===== src/rtl/wsr_pkg.sv =====
package wsr_pkg;
    typedef enum logic [0:0] {
        PH_READY   = 1'b0,
        PH_PROGRAM = 1'b1
    } phase_e;
endpackage


===== src/rtl/stat_cycle_fsm.sv =====
module stat_cycle_fsm
    import wsr_pkg::*;
#(
    parameter int DATA_W   = 8,
    parameter int POLL_BIT = 7
) (
    input  logic              clk,
    input  logic              rst_n,
    input  logic              busy_i,
    input  logic [DATA_W-1:0] last_byte_i,
    output logic              in_prog_o,
    output logic              poll_ref_o
);
    phase_e state_q, state_d;
    logic   poll_q;
    logic   take_start;

    // next-state: T_START and T_DONE
    always_comb begin
        state_d    = state_q;
        take_start = 1'b0;
        unique case (state_q)
            PH_READY: begin
                if (busy_i) begin
                    state_d    = PH_PROGRAM;
                    take_start = 1'b1;
                end
            end
            PH_PROGRAM: begin
                if (!busy_i) state_d = PH_READY;
            end
            default: state_d = PH_READY;
        endcase
    end

    // state register
    always_ff @(posedge clk or negedge rst_n) begin
        if (!rst_n) begin
            state_q <= PH_READY;
            poll_q  <= 1'b0;
        end else begin
            state_q <= state_d;
            if (take_start) poll_q <= last_byte_i[POLL_BIT];
        end
    end

    // outputs
    always_comb begin
        in_prog_o  = (state_q == PH_PROGRAM);
        poll_ref_o = poll_q;
    end

    assert_ref_held_R7: assert property (@(posedge clk) disable iff (!rst_n)
        (in_prog_o && $past(in_prog_o)) |-> $stable(poll_ref_o));
    assert_enter_prog_R6: assert property (@(posedge clk) disable iff (!rst_n)
        $rose(busy_i) |=> in_prog_o);
    assert_leave_prog_R6: assert property (@(posedge clk) disable iff (!rst_n)
        $fell(busy_i) |=> !in_prog_o);
endmodule


===== src/rtl/stat_toggle_gen.sv =====
module stat_toggle_gen (
    input  logic clk,
    input  logic rst_n,
    input  logic strobe_i,
    input  logic in_prog_i,
    output logic toggle_o
);
    logic strobe_q;
    logic tog_q;
    logic strobe_end;

    always_comb strobe_end = strobe_q & ~strobe_i;

    always_ff @(posedge clk or negedge rst_n) begin
        if (!rst_n) begin
            strobe_q <= 1'b0;
            tog_q    <= 1'b0;
        end else begin
            strobe_q <= strobe_i;
            if (strobe_end && in_prog_i) tog_q <= ~tog_q;
        end
    end

    always_comb toggle_o = tog_q;

    assert_steady_in_read_R5: assert property (@(posedge clk) disable iff (!rst_n)
        (strobe_i && $past(strobe_i)) |-> $stable(toggle_o));
    assert_flip_per_read_R5: assert property (@(posedge clk) disable iff (!rst_n)
        ($past(strobe_i) && !strobe_i && in_prog_i) |=> (toggle_o != $past(toggle_o)));
endmodule


===== src/rtl/stat_bus_mux.sv =====
module stat_bus_mux #(
    parameter int DATA_W     = 8,
    parameter int POLL_BIT   = 7,
    parameter int TOGGLE_BIT = 6
) (
    input  logic              strobe_i,
    input  logic              in_prog_i,
    input  logic              poll_ref_i,
    input  logic              toggle_i,
    input  logic [DATA_W-1:0] array_data_i,
    output logic [DATA_W-1:0] bus_o,
    output logic              bus_oe_o
);
    for (genvar b = 0; b < DATA_W; b++) begin : g_bit
        if (b == POLL_BIT) begin : g_poll
            always_comb bus_o[b] = in_prog_i ? ~poll_ref_i : array_data_i[b];
        end else if (b == TOGGLE_BIT) begin : g_tog
            always_comb bus_o[b] = in_prog_i ? toggle_i : array_data_i[b];
        end else begin : g_pass
            always_comb bus_o[b] = array_data_i[b];
        end
    end

    always_comb bus_oe_o = strobe_i;
endmodule


===== src/rtl/write_status_reporter.sv =====
module write_status_reporter #(
    parameter int DATA_W     = 8,
    parameter int POLL_BIT   = 7,
    parameter int TOGGLE_BIT = 6
) (
    input  logic              clk,
    input  logic              rst_n,
    input  logic              busy_i,
    input  logic [DATA_W-1:0] last_byte_i,
    input  logic              ce_n,
    input  logic              oe_n,
    input  logic              we_n,
    input  logic [DATA_W-1:0] array_data_i,
    output logic [DATA_W-1:0] bus_o,
    output logic              bus_oe_o,
    output logic              rdy_pull_low_o
);
    localparam int MSB = DATA_W - 1;

    logic strobe;
    logic in_prog;
    logic poll_ref;
    logic toggle;

    always_comb strobe = ~ce_n & ~oe_n & we_n;

    stat_cycle_fsm #(.DATA_W(DATA_W), .POLL_BIT(POLL_BIT)) u_fsm (
        .clk        (clk),
        .rst_n      (rst_n),
        .busy_i     (busy_i),
        .last_byte_i(last_byte_i),
        .in_prog_o  (in_prog),
        .poll_ref_o (poll_ref)
    );

    stat_toggle_gen u_tog (
        .clk      (clk),
        .rst_n    (rst_n),
        .strobe_i (strobe),
        .in_prog_i(in_prog),
        .toggle_o (toggle)
    );

    stat_bus_mux #(.DATA_W(DATA_W), .POLL_BIT(POLL_BIT), .TOGGLE_BIT(TOGGLE_BIT)) u_mux (
        .strobe_i    (strobe),
        .in_prog_i   (in_prog),
        .poll_ref_i  (poll_ref),
        .toggle_i    (toggle),
        .array_data_i(array_data_i),
        .bus_o       (bus_o),
        .bus_oe_o    (bus_oe_o)
    );

    always_comb rdy_pull_low_o = in_prog;

    assert_true_when_ready_R3: assert property (@(posedge clk) disable iff (!rst_n)
        (!rdy_pull_low_o && bus_oe_o) |-> (bus_o == array_data_i));
    assert_poll_inverse_R4: assert property (@(posedge clk) disable iff (!rst_n)
        (rdy_pull_low_o && bus_oe_o) |-> (bus_o[POLL_BIT] == ~poll_ref));
    assert_release_R2: assert property (@(posedge clk) disable iff (!rst_n)
        (ce_n || oe_n || !we_n) |-> !bus_oe_o);
    assert_msb_in_range_R4: assert property (@(posedge clk) disable iff (!rst_n)
        1'b1 |-> (POLL_BIT <= MSB));
endmodule


===== config.mk =====
export PLATFORM = sky130hd
export DESIGN_NAME = write_status_reporter
export DESIGN_NICKNAME = d
export VERILOG_FILES = /design/src/rtl/wsr_pkg.sv /design/src/rtl/stat_cycle_fsm.sv /design/src/rtl/stat_toggle_gen.sv /design/src/rtl/stat_bus_mux.sv /design/src/rtl/write_status_reporter.sv
export SDC_FILE = /design/constraint.sdc
export NUM_CORES = 1
export LEC_CHECK = 0
export ABC_AREA = 1
export BUFFER_PORTS_ARGS = -buffer_cell sky130_fd_sc_hd__buf_2
export CAP_MARGIN = 0
export CORE_AREA = 8 8 45 47
export DETAILED_ROUTE_END_ITERATION = 10
export DIE_AREA = 0 0 53 55
export PLACE_DENSITY = 0.56
export SLEW_MARGIN = 25
export SYNTH_ARGS = -nofsm -noshare
export SYNTH_HDL_FRONTEND = slang
export SYNTH_SLANG_ARGS = --single-unit

===== constraint.sdc =====
create_clock -name clk -period 1.2 [get_ports clk]
set_clock_uncertainty 0.1 [all_clocks]
set_input_delay 0.24 -clock clk [delete_from_list [all_inputs] [get_ports clk]]
set_output_delay 0.24 -clock clk [all_outputs]
set_load 0.01 [all_outputs]

# Word-level counts from Yosys, hierarchy flattened
# Cells that the tools add are included.
[totals] ff_bits=4 latchBits=0 ram_bits=0 romBits=0 elab_cells=17 memories=0
[op_classes] add_sub_neg=0 n_mul=0 div_mod_pow=0 n_lt_le_gt_ge=0 n_eq_ne=0 shift=0 muxes=4 n_bitwise=8 n_reduce_logical=1
[op_table] operator="$not 1->1" n=5
[op_table] operator="$mux 1" n=4
[op_table] operator="$and 1x1->1" n=3
[op_table] operator="$logic_and 1x1->1" n=1

# Longest topological paths before layout
[logic_depth] depth_word=6 ltp_mapped=5 mapped_depth_nobuf=5

# By module
# Synthesis repeated with hierarchy kept, for this count alone.
[unflattened] cells_unflattened=35 area_unflattened_um2=250.2
[by_module_without_submodules] module="stat_toggle_gen" instances=1 cells_per_inst=10 area_per_inst_um2=83.8 seq_area_each_um2=50.0
[by_module_without_submodules] module="stat_bus_mux" instances=1 cells_per_inst=15 area_per_inst_um2=82.6 seq_area_each_um2=0.0
[by_module_without_submodules] module="stat_cycle_fsm" instances=1 cells_per_inst=7 area_per_inst_um2=70.1 seq_area_each_um2=50.0
[by_module_without_submodules] module="write_status_reporter" instances=1 cells_per_inst=3 area_per_inst_um2=13.8 seq_area_each_um2=0.0

# Worst setup path before layout
# Ideal clock, no wire load.
[synth_path] kind="register -> output" start="register u_fsm.state_q, in the netlist u_fsm.in_prog_o" end="output port bus_o[6]" arrival_ps=790 setup_slack_ps=70 path_stages_with_launch=3 cell_sequence="dfrtp_1 > inv_1 > o21ai_0"
[synth_between] elab_chain_cells=1
[synth_lines] element="start: declaration" line="stat_cycle_fsm.sv:14" text="phase_e state_q, state_d;"
[synth_lines] element="start signal: assignment" line="stat_cycle_fsm.sv:42" text="state_q <= state_d;"
[synth_lines] element="$mux 1" line="stat_bus_mux.sv:18" text="always_comb bus_o[b] = in_prog_i ? toggle_i : array_data_i[b];"
[synth_lines] element="end: declaration" line="write_status_reporter.sv:14" text="output logic [DATA_W-1:0] bus_o,"
# No other way between the ends.

# Worst setup path after layout
[layout_path] start="register u_fsm.state_q, in the netlist u_fsm.in_prog_o" end="output port bus_o[7]"
[layout_between] elab_chain_cells=1
[layout_lines] element="$mux 1" line="stat_bus_mux.sv:16" text="always_comb bus_o[b] = in_prog_i ? ~poll_ref_i : array_data_i[b];"
# No other way between the ends.

==> flow_summary.yaml <==
global_routing:
  grt_pass1_wl_um: 731
  grt_pass1_vias: 193
  grt_max_degree: 6
  overflow: 0
  grt_antenna_before_repair: 0
  grt_usage_pct: 3.94
worst_setup_path:
  crit_path_end_kind: "primary output"
  cp-start-kind: "flip-flop"
  cpLargestDelayFamily: "flip-flops"
  r2r-start: "u_fsm.in_prog_o$_DFF_PN0_"
  critPathKind: "reg -> out"
  cp.required_ns: 0.86
  slowest_stage: "dfrtp_1"
  crit_buf_inv: 2
  max_stage_delay_ns: 0.38
  ff2ff_path_depth: 5
  crit_fanout: 5
  timing.rr.end: "u_tog.toggle_o$_DFFE_PN0P_"
  worstPathArrival_ns: 0.94
  timing.critical_path.cells: "inv_2 > nand2_1 > o21ai_1 > buf_2"
  r2r_slack_ns: 0.25
worst_hold_path:
  whs_path_depth: 1
  hold_class: "in -> reg"
  min_from: "busy_i"
  min_to: "u_fsm.in_prog_o$_DFF_PN0_"
cells_and_area:
  drive_above_1_share_pct: 43.9
  antenna_cells: 0
  nets: 65
  fillers: 161
  areaGrowthSynthToFinish_pct: 40.1
  instances_no_fill: 57
place:
  place.detailed.hpwl_um: 413
  gp_congestion: 0.706
  port_buffers: 12
  dp.cells: 51
logic_synthesis:
  synthAdderAreaFrac_pct: 0
  ys_warn_count: 0
  synth-xor-area-share_pct: 0
  avgSynthCellArea_sq_um: 7.64
  synth-simple-area-share_pct: 23.2
  synth_compound_area_share_pct: 4.52
  synthDistinctLibCells: 7
  synth_top_family_by_area: "buffers and inverters"
  syn-num-nets: 51
  yosysSeqAreaShare_pct: 45.2
  netlist_area_sq_um: 221
  muxShareOfSynthArea_pct: 0
  synth_seq_cells: 4
  syn_inst: 29
clocking:
  clk_path_buf_depth: 2
  root_buffer: "clkbuf_4"
  path_clk_slew_ns: 0.04
  cts_tree: "yes"
  htree_levels: 1
  clk_latency_ns: 0.23
  clkSinkCount: 4
  cts-buffers-inserted: 3
sta:
  relSlewSlack_pct: 93.9
  final.setup.worst_slack_ns: -0.0819
  drv_slew: 0
  setup_viol: 3
  final_hold_viol_count: 0
  worst_slew_pin_slew_ns: 0.0914
  clock.fmax_mhz: 780
  fin_tns_setup_ns: -0.161
  rsz0062_at_grt: "yes"
  finalCriticalPeriod_ns: 1.28
  period_share_pct: 107
drt:
  wl_um: 514
  drt_first_iter_violations: 2
  drtAntennaViolNets: 0
  post_drt_wl_per_cell_um: 9.02
  vias: 200
  dr.pass1.iters: 2
  drc: 0
  avgViaCountPerCell: 3.51
floorplanning:
  die-area_sq_mm: 0.00292
  die_x_um: 53
  coreArea_sq_mm: 0.00138
  rows: 14
  start_util_pct: 16.0
  die_height_um: 55
  io_pins: 32
job:
  cap_viol_max_count: 0
pwr:
  ir_drop_uv: 216
  power_leakage_nw: 0.186
  p_total_uw: 392
  powerDensity_mw_per_mm2: 1260
run_status:
  status: "finished with violations"
  violations: "negative setup slack"
per-layer routing:
metal | up-vias | wire [um] | part of all wire (%) | global-route usage, %
met2 | 10 | 219 | 43 | 4.88
met4 | 0 | 0 | 0 | 5.60
met1 | 83 | 175 | 34 | 2.91
met5 | - | 0 | 0 | 0
li1 | 107 | - | - | -
met3 | 0 | 119 | 23 | 4.01
sequential cells by signal, indices dropped and copies added (netlist names):
name	flops
u_tog.toggle_o	1
u_fsm.in_prog_o	1
u_tog.strobe_q	1
u_fsm.poll_ref_o	1
worst register-to-register path: stages, from the launching register on:
cell and delay [ns]:
dfrtp_1 0.38, buf_4 0.14, nand2_1 0.05, inv_1 0.05
nand3_1 0.07, nand2_1 0.05
how the worst max path moves through the flow:
stage                     cells past startpoint  slack (ns)  endpoint                      start
after global routing                          4       -0.15  bus_o[7]  u_fsm.in_prog_o$_DFF_PN0_
final                                         4       -0.08  bus_o[7]  u_fsm.in_prog_o$_DFF_PN0_
after global placement                        4        0.08  bus_o[7]  u_fsm.in_prog_o$_DFF_PN0_
after floorplan                               2        0.07  bus_o[6]  u_fsm.in_prog_o$_DFF_PN0_
after detailed placement                      4        0.07  bus_o[7]  u_fsm.in_prog_o$_DFF_PN0_
after CTS                                     4       -0.09  bus_o[7]  u_fsm.in_prog_o$_DFF_PN0_
logic make-up after synthesis:
logic type,after synthesis
compound gates,2
simple gates,13
buf+inv,10
flops,4
what timing repair did:
action | 4_1_cts | 5_1_grt
setup endpoints to repair | 2 | 3
gates resized for setup | 4 | 0
setup buffers | 2 | 0
hold endpoints to repair | 4 | 0
pin swaps | 1 | 0
gates cloned | 0 | 0
hold buffers | 1 | 0
cell usage after synthesis (all sizes together):
cell / instances / area share [%]
buf: 6 / 20
dfrtp: 4 / 45
inv: 4 / 6.8
nand2: 10 / 17
nand3: 2 / 4.5
nor2: 1 / 1.7
o21ai: 2 / 4.5
layout make-up:
| class | count | area, sq um | share of cell area, % |
|---|---|---|---|
| tap | 16 | 20.0 | 6.45 |
| multi-input combinational | 15 | 61.3 | 19.8 |
| sequential | 4 | 100 | 32.3 |
| inverter | 4 | 15.0 | 4.84 |
| clock buffer | 3 | 22.5 | 7.26 |
| timing repair buffer | 15 | 91.3 | 29.4 |
placed cells by master, fill, tap and decap left out, drive strengths merged:
| cell type | instances |
|---|---|
| nor2 | 1 |
| nand3 | 2 |
| buf | 14 |
| nand2 | 10 |
| dlygate4sd3 | 1 |
| o21ai | 2 |
| inv | 4 |
| dfrtp | 4 |
| clkbuf | 3 |
report_power, final:
group	leakage, nW	internal, mW	switching (mW)
clock	0.0138	0.112	0.0524
combinational	0.123	0.0356	0.0357
sequential	0.0493	0.150	0.00694
total	0.186	0.297	0.0951
metrics by stage:
step | hold WS (ns) | instance area [sq um] | setup WS, ns | util, %
finish | 0.0465 | 310 | -0.0819 | 22.4
floorplan | -0.156 | 221 | 0.0695 | -
detailed placement | -0.0514 | 256 | 0.0731 | 18.5
global placement | -0.0528 | 256 | 0.0752 | 18.5
CTS | 0.0326 | 310 | -0.0922 | 22.4
global route | 0.0417 | 310 | -0.153 | 22.4
No activity file was read; power rests on OpenSTA's default activity.
